<file path="config.mk">
export PLATFORM = sky130hd
export DESIGN_NAME = simd_mac_unit
export DESIGN_NICKNAME = d
export VERILOG_FILES = /design/src/rtl/mac_pkg.sv /design/src/rtl/mac_ctrl.sv /design/src/rtl/mac_lane.sv /design/src/rtl/mac_datapath.sv /design/src/rtl/simd_mac_unit.sv
export SDC_FILE = /design/constraint.sdc
export NUM_CORES = 1
export LEC_CHECK = 0
export CAP_MARGIN = 20
export CORE_ASPECT_RATIO = 0.6
export CORE_UTILIZATION = 60
export CTS_CLUSTER_DIAMETER = 40
export DETAILED_ROUTE_END_ITERATION = 6
export GPL_ROUTABILITY_DRIVEN = 0
export HOLD_SLACK_MARGIN = 0.02
export PLACE_DENSITY = 0.77
export SYNTH_ARGS = -nofsm -noshare
export SYNTH_HDL_FRONTEND = slang
export SYNTH_SLANG_ARGS = --single-unit
</file>
<file path="constraint.sdc">
create_clock -name clk -period 14.6 [get_ports clk]
set_input_delay 2.19 -clock clk [delete_from_list [all_inputs] [get_ports clk]]
set_output_delay 2.19 -clock clk [all_outputs]
set_load 0.1 [all_outputs]
</file>
<file path="src/rtl/mac_pkg.sv">
package mac_pkg;
  localparam int XLEN    = 32;
  localparam int ACT_W   = 8;
  localparam int WGT_W   = 4;
  localparam int NIB_W   = 4;
  localparam int WIDE_N  = 2;
  localparam int NARR_N  = 2;
  localparam int LANES   = WIDE_N + NARR_N;
  localparam int SHW     = $clog2(XLEN);
  localparam int SELW    = 3;

  localparam logic [SELW-1:0] SEL_MAC8  = 3'd0;
  localparam logic [SELW-1:0] SEL_MAC4  = 3'd1;
  localparam logic [SELW-1:0] SEL_BIAS  = 3'd2;
  localparam logic [SELW-1:0] SEL_SCALE = 3'd3;

  typedef struct packed {
    logic fire;
    logic macEn;
    logic quad;
    logic biasEn;
    logic scaleEn;
  } ctrlStrobes_t;
endpackage

</file>
<file path="src/rtl/mac_ctrl.sv">
module mac_ctrl
  import mac_pkg::*;
(
  input  logic            clk,
  input  logic            rstN,
  input  logic            opValid,
  input  logic [SELW-1:0] opSel,
  output ctrlStrobes_t    strb,
  output logic            resValid
);
  logic legal;

  always_comb begin
    strb  = '0;
    legal = 1'b1;
    unique case (opSel)
      SEL_MAC8:  strb.macEn   = 1'b1;
      SEL_MAC4:  begin strb.macEn = 1'b1; strb.quad = 1'b1; end
      SEL_BIAS:  strb.biasEn  = 1'b1;
      SEL_SCALE: strb.scaleEn = 1'b1;
      default:   legal = 1'b0;
    endcase
    if (!(opValid && legal)) strb = '0;
    strb.fire = opValid && legal;
  end

  always_ff @(posedge clk) begin
    if (!rstN) resValid <= 1'b0;
    else       resValid <= strb.fire;
  end

  // accepted request produces a strobe one cycle later
  p_valid_next_r1: assert property (@(posedge clk) disable iff (!rstN)
    (opValid && opSel <= SEL_SCALE) |=> resValid);
  // idle or unknown code yields no strobe
  p_no_strobe_r8: assert property (@(posedge clk) disable iff (!rstN)
    (!opValid || opSel > SEL_SCALE) |=> !resValid);
endmodule

</file>
<file path="src/rtl/mac_lane.sv">
module mac_lane #(
  parameter int AW = 8,
  parameter int WW = 4
) (
  input  logic                 en,
  input  logic signed [AW-1:0] act,
  input  logic signed [WW-1:0] wgt,
  output logic signed [AW+WW-1:0] prod
);
  always_comb prod = en ? (AW+WW)'(act * wgt) : '0;
endmodule

</file>
<file path="src/rtl/mac_datapath.sv">
module mac_datapath
  import mac_pkg::*;
(
  input  logic            clk,
  input  logic            rstN,
  input  ctrlStrobes_t    strb,
  input  logic [XLEN-1:0] srcA,
  input  logic [XLEN-1:0] srcB,
  output logic [XLEN-1:0] result
);
  localparam int WPW = ACT_W + WGT_W;
  localparam int NPW = NIB_W + WGT_W;

  logic signed [XLEN-1:0] laneExt [LANES];
  logic [XLEN-1:0] laneSum, accQ, macNext, biasSum, reluOut, scaleOut, resNext;

  // wide lanes: bytes in byte mode, sign-extended nibbles in nibble mode
  for (genvar k = 0; k < WIDE_N; k++) begin : g_wide
    logic signed [ACT_W-1:0] actIn;
    logic signed [WPW-1:0]   prodW;
    always_comb actIn = strb.quad
      ? ACT_W'($signed(srcA[k*NIB_W +: NIB_W]))
      : srcA[k*ACT_W +: ACT_W];
    mac_lane #(.AW(ACT_W), .WW(WGT_W)) i_lane (
      .en(strb.macEn), .act(actIn), .wgt(srcB[k*WGT_W +: WGT_W]), .prod(prodW));
    always_comb laneExt[k] = XLEN'(prodW);
  end

  // narrow lanes: active only in nibble mode
  for (genvar k = WIDE_N; k < LANES; k++) begin : g_narrow
    logic signed [NPW-1:0] prodN;
    mac_lane #(.AW(NIB_W), .WW(WGT_W)) i_lane (
      .en(strb.macEn && strb.quad), .act(srcA[k*NIB_W +: NIB_W]),
      .wgt(srcB[k*WGT_W +: WGT_W]), .prod(prodN));
    always_comb laneExt[k] = XLEN'(prodN);
  end

  // adder tree over lane products
  logic [XLEN-1:0] pairSum [LANES/2];
  for (genvar p = 0; p < LANES/2; p++) begin : g_pair
    always_comb pairSum[p] = laneExt[2*p] + laneExt[2*p+1];
  end
  always_comb begin
    laneSum = '0;
    for (int p = 0; p < LANES/2; p++) laneSum = laneSum + pairSum[p];
  end

  always_comb macNext = accQ + laneSum;

  // bias and ReLU
  always_comb begin
    biasSum = accQ + srcA;
    reluOut = biasSum[XLEN-1] ? '0 : biasSum;
  end

  // rounding shift and saturation
  logic [SHW-1:0]      shAmt;
  logic signed [XLEN:0] roundC, sumR, shifted, hiLim, loLim;
  always_comb begin
    shAmt   = srcB[SHW-1:0];
    roundC  = (shAmt == '0) ? '0 : ((XLEN+1)'(1) <<< (shAmt - 1'b1));
    sumR    = $signed({srcA[XLEN-1], srcA}) + roundC;
    shifted = sumR >>> shAmt;
    hiLim   = srcB[SHW] ? (XLEN+1)'(127) : (XLEN+1)'(7);
    loLim   = srcB[SHW] ? -(XLEN+1)'(128) : -(XLEN+1)'(8);
    if (shifted > hiLim)      scaleOut = hiLim[XLEN-1:0];
    else if (shifted < loLim) scaleOut = loLim[XLEN-1:0];
    else                      scaleOut = shifted[XLEN-1:0];
  end

  always_comb begin
    resNext = result;
    if (strb.macEn)   resNext = macNext;
    if (strb.biasEn)  resNext = reluOut;
    if (strb.scaleEn) resNext = scaleOut;
  end

  always_ff @(posedge clk) begin
    if (!rstN) begin
      accQ   <= '0;
      result <= '0;
    end else begin
      if (strb.macEn)       accQ <= macNext;
      else if (strb.biasEn) accQ <= '0;
      if (strb.fire)        result <= resNext;
    end
  end

  // ReLU output never negative
  p_relu_nonneg_r5: assert property (@(posedge clk) disable iff (!rstN)
    strb.biasEn |=> !result[XLEN-1]);
  // bias starts a fresh accumulation
  p_acc_cleared_r5: assert property (@(posedge clk) disable iff (!rstN)
    strb.biasEn |=> (accQ == '0));
  // non-MAC, non-bias cycles leave the accumulator alone
  p_acc_hold_r8: assert property (@(posedge clk) disable iff (!rstN)
    (!strb.macEn && !strb.biasEn) |=> $stable(accQ));
  // rescale never leaves the widest saturation range
  p_scale_sat_r7: assert property (@(posedge clk) disable iff (!rstN)
    strb.scaleEn |=> ($signed(result) <= 127 && $signed(result) >= -128));
endmodule

</file>
<file path="src/rtl/simd_mac_unit.sv">
module simd_mac_unit
  import mac_pkg::*;
(
  input  logic            clk,
  input  logic            rstN,
  input  logic            opValid,
  input  logic [2:0]      opSel,
  input  logic [31:0]     srcA,
  input  logic [31:0]     srcB,
  output logic            resValid,
  output logic [31:0]     result
);
  ctrlStrobes_t strb;

  mac_ctrl i_ctrl (
    .clk(clk), .rstN(rstN), .opValid(opValid), .opSel(opSel),
    .strb(strb), .resValid(resValid));

  mac_datapath i_dp (
    .clk(clk), .rstN(rstN), .strb(strb),
    .srcA(srcA), .srcB(srcB), .result(result));

  // outputs quiet in the cycle after reset
  p_reset_quiet_r9: assert property (@(posedge clk)
    !rstN |=> (!resValid && result == '0));
endmodule

</file>
# ---- Word-level counts from Yosys, hierarchy flattened
# Cells that the tools add are included.
dict set report totals {
  regBits 65
  latchBits 0
  mem_bits_rw 0
  romBits 0
  in_bits 70
  output_inout_bits 33
  wordCells 53
  n_memories 0
}
dict set report classes {
  add_sub_neg 7
  mul 4
  div 0
  order_cmp 2
  n_eq_ne 3
  n_shift 2
  n_mux 23
  n_bitwise 0
  reduce_logical 9
}
# cell count
set ops {}
lappend ops {{$mux 32} 7}
lappend ops {{$add 32x32->32} 3}
lappend ops {{$add 32x33->33} 1}
lappend ops {{$gt 33x33->1} 1}
lappend ops {{$lt 33x33->1} 1}
lappend ops {{$mux 33} 1}
lappend ops {{$sshl 1x5->33 const A} 1}
lappend ops {{$sshr 33x5->33} 1}
lappend ops {{$mux 8} 4}
lappend ops {{$mux 31} 1}
lappend ops {{$mul 8x4->12} 2}
lappend ops {{$mux 12} 2}
lappend ops {{$mul 4x4->8} 2}
lappend ops {{$mux 7} 2}
lappend ops {{$add 12x12->13} 1}
lappend ops {{$add 8x8->9} 1}
lappend ops {{$eq 3x2->1 const B} 2}
lappend ops {{$logic_not 5->1} 1}
lappend ops {{$mux 1} 5}
lappend ops {{$sub 5x1->5 const B} 1}
lappend ops {{$mux 4} 1}
lappend ops {{$reduce_or 4->1} 1}
lappend ops {{$eq 3x1->1 const B} 1}
lappend ops {{$logic_not 3->1} 1}
lappend ops {{other kinds (5)} 6}

# ---- Depth between registers and ports, before layout
dict set report depth {
  word_depth 14
  ltp_mapped 41
}

# ---- By module
# A second synthesis with hierarchy kept.
dict set report hier_totals {
  hier_cells 2074
  hier_area_um2 15620.0
}
# module instances cells_each area_per_inst_um2 seq_area_each_um2
set by_module_without_submodules {}
lappend by_module_without_submodules {mac_datapath 1 1657 12001.5 1281.2}
lappend by_module_without_submodules {{mac_lane (i_dp.g_wide[0].i_lane ...)} 2 132 1143.6 0.0}
lappend by_module_without_submodules {{mac_lane (i_dp.g_narrow[2].i_lane ...)} 2 73 624.3 0.0}
lappend by_module_without_submodules {mac_ctrl 1 7 82.6 20.0}

# ---- Worst setup path after synthesis
# Ideal clock, no wire load.
dict set report synth_path {
  path_kind {input-to-reg}
  startpoint {input port srcB[1]}
  endpoint {register i_dp.result[30]}
  setup_ps 122
  t_arrival_ps 10672
  required_time_ps 14478
  slack_ps 3806
  path_stages 37
  path_cell_list {clkbuf_1 > clkbuf_1 > clkbuf_1 > buf_1 > clkbuf_1 > nand2_1 > fa_1 > fa_1 > fa_1 > inv_1 > ha_1 > fa_1 > a21o_1 > a21o_1 > a21o_1 > a21oi_1 > xnor2_1 > nor2_1 > ha_1 > a21oi_1 > nor2b_1 > nor3_1 > mux2_2 > fa_1 > ha_1 > and3_1 > a21oi_1 > o211a_1 > o31a_1 > a21oi_1 > a21bo_2 > a21o_1 > a21o_1 > a31o_2 > xor2_1 > a22oi_1 > a21oi_1}
}
dict set report synth_between {
  elab_chain_len 9
  word_cells_on_any_way 18
  classes_between {add/sub: 5; mul: 1; order compare: 2; shift: 2; mux: 7; reduce/logical: 1}
}
# element line
set synth_rtl {}
lappend synth_rtl {{start, declared} simd_mac_unit.sv:9} ;# input logic [31:0] srcB,
lappend synth_rtl {{branches (longest 8 deep; another with $add 32x32->32)} -}
lappend synth_rtl {{$mux 32 (*)} mac_datapath.sv:75} ;# if (strb.scaleEn) resNext = scaleOut;
lappend synth_rtl {{end signal, assigned} mac_datapath.sv:85} ;# if (strb.fire) result <= resNext;
lappend synth_rtl {{end, declared} mac_datapath.sv:9} ;# output logic [XLEN-1:0] result
# Mark *: on every way between the ends. The select of a mux whose other input is x is not followed.
# A chain may end at the register's enable or synchronous reset.

# ---- Worst setup path in the final report
dict set report layout_path {
  startpoint {input port opSel[2]}
  endpoint {register i_dp.result[29]}
}
dict set report layout_between {
  elab_chain_len 14
  word_cells_on_any_way 31
  classes_between {add/sub: 4; mul: 2; eq/ne: 3; mux: 15; reduce/logical: 7}
}
# element line
set layout_rtl {}
lappend layout_rtl {{start, declared} simd_mac_unit.sv:7} ;# input logic [2:0] opSel,
lappend layout_rtl {{$eq 3x1->1, or another cell as far along} mac_ctrl.sv:16} ;# unique case (opSel)
lappend layout_rtl {{$reduce_or 4->1 (no line)} -}
lappend layout_rtl {{$mux 1} mac_ctrl.sv:16}
lappend layout_rtl {{$logic_and 1x1->1} {mac_ctrl.sv:23, mac_ctrl.sv:24}}
lappend layout_rtl {{$mux 4} mac_ctrl.sv:23} ;# if (!(opValid && legal)) strb = '0;
lappend layout_rtl {{$mux 8} mac_datapath.sv:22} ;# ? ACT_W'($signed(srcA[k*NIB_W +: NIB_W]))
lappend layout_rtl {{$mul 8x4->12} mac_lane.sv:10} ;# always_comb prod = en ? (AW+WW)'(act * wgt) : '0;
lappend layout_rtl {{$mux 12} mac_lane.sv:10}
lappend layout_rtl {{$add 12x12->13} mac_datapath.sv:41} ;# always_comb pairSum[p] = laneExt[2*p] + laneExt[2*p+1];
lappend layout_rtl {{$add 32x32->32} mac_datapath.sv:45} ;# for (int p = 0; p < LANES/2; p++) laneSum = laneSum + pairSum[p];
lappend layout_rtl {{$add 32x32->32} mac_datapath.sv:48} ;# always_comb macNext = accQ + laneSum;
lappend layout_rtl {{$mux 32} mac_datapath.sv:73} ;# if (strb.macEn) resNext = macNext;
lappend layout_rtl {{$mux 32} mac_datapath.sv:74} ;# if (strb.biasEn) resNext = reluOut;
lappend layout_rtl {{$mux 32} mac_datapath.sv:75}
# Several ways; a longest one is shown, not always the timed one. The select of a mux whose other input is x is not followed.

==> flow_metrics.py <==
metrics = {
    "run_status": {
        "status": "complete, no violations",
    },
    "worst_setup_path": {
        "rr_startpoint": "i_dp.accQ[1]",
        "cp.arrival_ns": 12.88,
        "crit_path_top_delay_cell": "mux2_2",
        "required_ns": 14.81,
        "crit_top_cell": "a21oi_1",
        "critPathTopFamily": "adder cells",
        "worstPathMaxFanout": 23,
        "worstSetupStartpointType": "input pin",
        "cp.depth": 42,
        "r2r_end": "i_dp.result[29]",
        "worstRegToRegCells": 18,
        "path_buf_inv": 6,
        "reg2reg_slack_ns": 9.53,
        "critPathKind": "in -> reg",
        "cp-end-kind": "flop",
        "cpPeakStageDelay_ns": 0.67,
    },
    "synth": {
        "syn_area_per_cell_um2": 7.73,
        "syn-instance-count": 1977,
        "ys_types": 90,
        "async_reset_ff_share_pct": 0,
        "synthTopCellsByCount": "220 x nor2_1, 186 x ha_1, 164 x a21oi_1",
        "synth_top_cell_by_area": "ha_1",
        "synth_most_common_cell": "nor2_1",
        "netlist.area_leader.share_pct": 15.2,
        "synth-seq-area-share_pct": 8.51,
        "synth_edf_count": 0,
        "yosys_warnings": 0,
        "synthTopCellsByArea": "ha_1 15%, fa_1 12%, dfxtp_1 8.5%",
        "synthFlopType": "dfxtp_1",
        "syn-num-nets": 2321,
        "syn_area_um2": 15300,
        "ys_seq_elements": 65,
    },
    "cts": {
        "cts_max_path_buffers": 2,
        "holdBufCountCts": 0,
        "cts_buffers": 9,
        "post-cts-setup-buffers": 0,
        "cts_resized": 0,
        "ctsHtreeMaxLevel": 3,
        "clkTransAtPathRegs_ns": 0.05,
        "clock-sinks": 65,
        "insertion_delay_ns": 0.34,
        "cts_tree": "done",
        "cts_root_buf": "clkbuf_16",
    },
    "timing": {
        "setup_ws_ns": 1.93,
        "report.final.slew_viol_count": 0,
        "fin_crit_ns": 12.67,
        "tightest_slew_ns": 1.19,
        "tns_ns": 0,
        "rsz0062_at_grt": "false",
        "skew_ns": 0.00839,
        "hold_violations": 0,
        "max_freq_mhz": 78.9,
        "relSlewSlack_pct": 19.9,
        "post-route-period-util_pct": 86.8,
        "finalSetupViolCount": 0,
    },
    "run": {
        "drv_cap": 0,
    },
    "hold_path": {
        "hold_depth": 1,
        "hold_path_end": "i_dp.result[14]",
        "holdCritStartpoint": "i_dp.result[14]",
        "hold_path.class": "reg -> reg",
    },
    "global_routing": {
        "antenna_found_initial": 0,
        "grt.overflow.total": 0,
        "grt_max_degree": 56,
        "grt_pass1_wl_mm": 81.7,
        "track_usage_pct": 39.2,
        "grt_pass1_vias": 14900,
    },
    "detailed_routing": {
        "vias": 16000,
        "drt-pass1-iter-count": 6,
        "drtAntennaViolNets": 0,
        "vias_per_cell": 6.87,
        "wl_per_cell_um": 22.1,
        "drc_errors": 0,
        "drtIter0Drc": 2404,
        "routed_wl_mm": 51.4,
    },
    "die": {
        "boundaryPins": 103,
        "die_x_um": 208,
        "std_cell_rows": 44,
        "die_area_um2": 26100,
        "fp.dieH_um": 126,
        "core-area_um2": 24600,
        "start_util_pct": 62.1,
    },
    "power": {
        "ir_drop_mv": 0.0673,
        "p_total_mw": 1.18,
        "power.density_nw_per_um2": 71.4,
        "cellLeakagePower_nw": 7.84,
    },
    "finish": {
        "area_growth_pct": 8.54,
        "fillCellCount": 2099,
        "layout-drive-gt1-share_pct": 4.30,
        "antenna-diode-count": 0,
        "fin_nets": 2339,
        "stdcell_area_um2": 16600,
    },
    "place": {
        "place_ws_ns": 1.98,
        "portBuffers": 86,
        "hpwl_mm": 40.2,
        "place_area_um2": 16300,
    },
}
[layout make-up]
type | count | area [um2] | area share, %
clock buffers | 13 | 270 | 1.63
clock inverters | 2 | 12.5 | 0.0754
inverters | 96 | 360 | 2.17
multi-input cells | 1714 | 13200 | 79.7
flip-flops and latches | 65 | 1300 | 7.84
well taps | 322 | 403 | 2.43
repair buffers | 109 | 1020 | 6.15
[power breakdown]
group / total (mW) / switching [mW] / internal [mW] / leakage (nW)
registers: 0.200 / 0.0109 / 0.189 / 0.529
clock network: 0.205 / 0.0780 / 0.127 / 0.138
logic: 0.779 / 0.479 / 0.300 / 7.18
total: 1.18 / 0.568 / 0.616 / 7.84
[cell usage in the layout (no fill, tap or decap), types with 73 or more instances in the layout]
master / instances
inv_1: 92
a21oi_1: 164
nand2_1: 112
o21ai_0: 74
fa_1: 88
xnor2_1: 97
a21o_1: 73
clkdlybuf4s50_1: 84
ha_1: 186
nor2_1: 219
[sequential cells by signal (all words and copies together), names as in the netlist]
| register | count |
|---|---|
| i_dp.result | 32 |
| i_ctrl.resValid | 1 |
| i_dp.accQ | 32 |
[through the flow]
| step | instances | utilization [%] | hold WS [ns] |
|---|---|---|---|
| floorplan | 1977 | - | 0.473 |
| finish | 2321 | 67.4 | 0.501 |
| detailed placement | 2305 | 66.2 | 0.489 |
| global route | 2321 | 67.4 | 0.515 |
| global placement | 2305 | 66.2 | 0.482 |
| CTS | 2320 | 67.4 | 0.502 |
[per-layer routing]
layer | track usage, % | part of all wire, % | vias to the layer above
met5 | 0 | 0 | -
met3 | 11.5 | 15 | 91
met2 | 52.3 | 38 | 1087
met1 | 59.7 | 44 | 7459
li1 | - | - | 7315
met4 | 11.0 | 2.7 | 0
[worst max path at each step]
stage	startpoint	end	slack, ns
after global placement	opSel[2]	i_dp.result[29]	2.26
after detailed placement	opSel[2]	i_dp.result[29]	1.98
after global routing	opSel[2]	i_dp.result[29]	1.46
final	opSel[2]	i_dp.result[29]	1.93
after CTS	opSel[2]	i_dp.result[29]	2.24
after floorplan	srcB[1]	i_dp.result[30]	3.81
[cells by family after synthesis]
logic type      count (synthesis)  synth area share (%)
compound gates                647                  29.3
simple gates                  628                  19.9
fa+ha+maj                     274                  26.7
buf+inv                       198                  5.04
xor+xnor                      126                  7.22
flops                          65                  8.51
mux                            38                  3.25
other cells                     1                0.0245
Power figures use the tool's default switching activity.
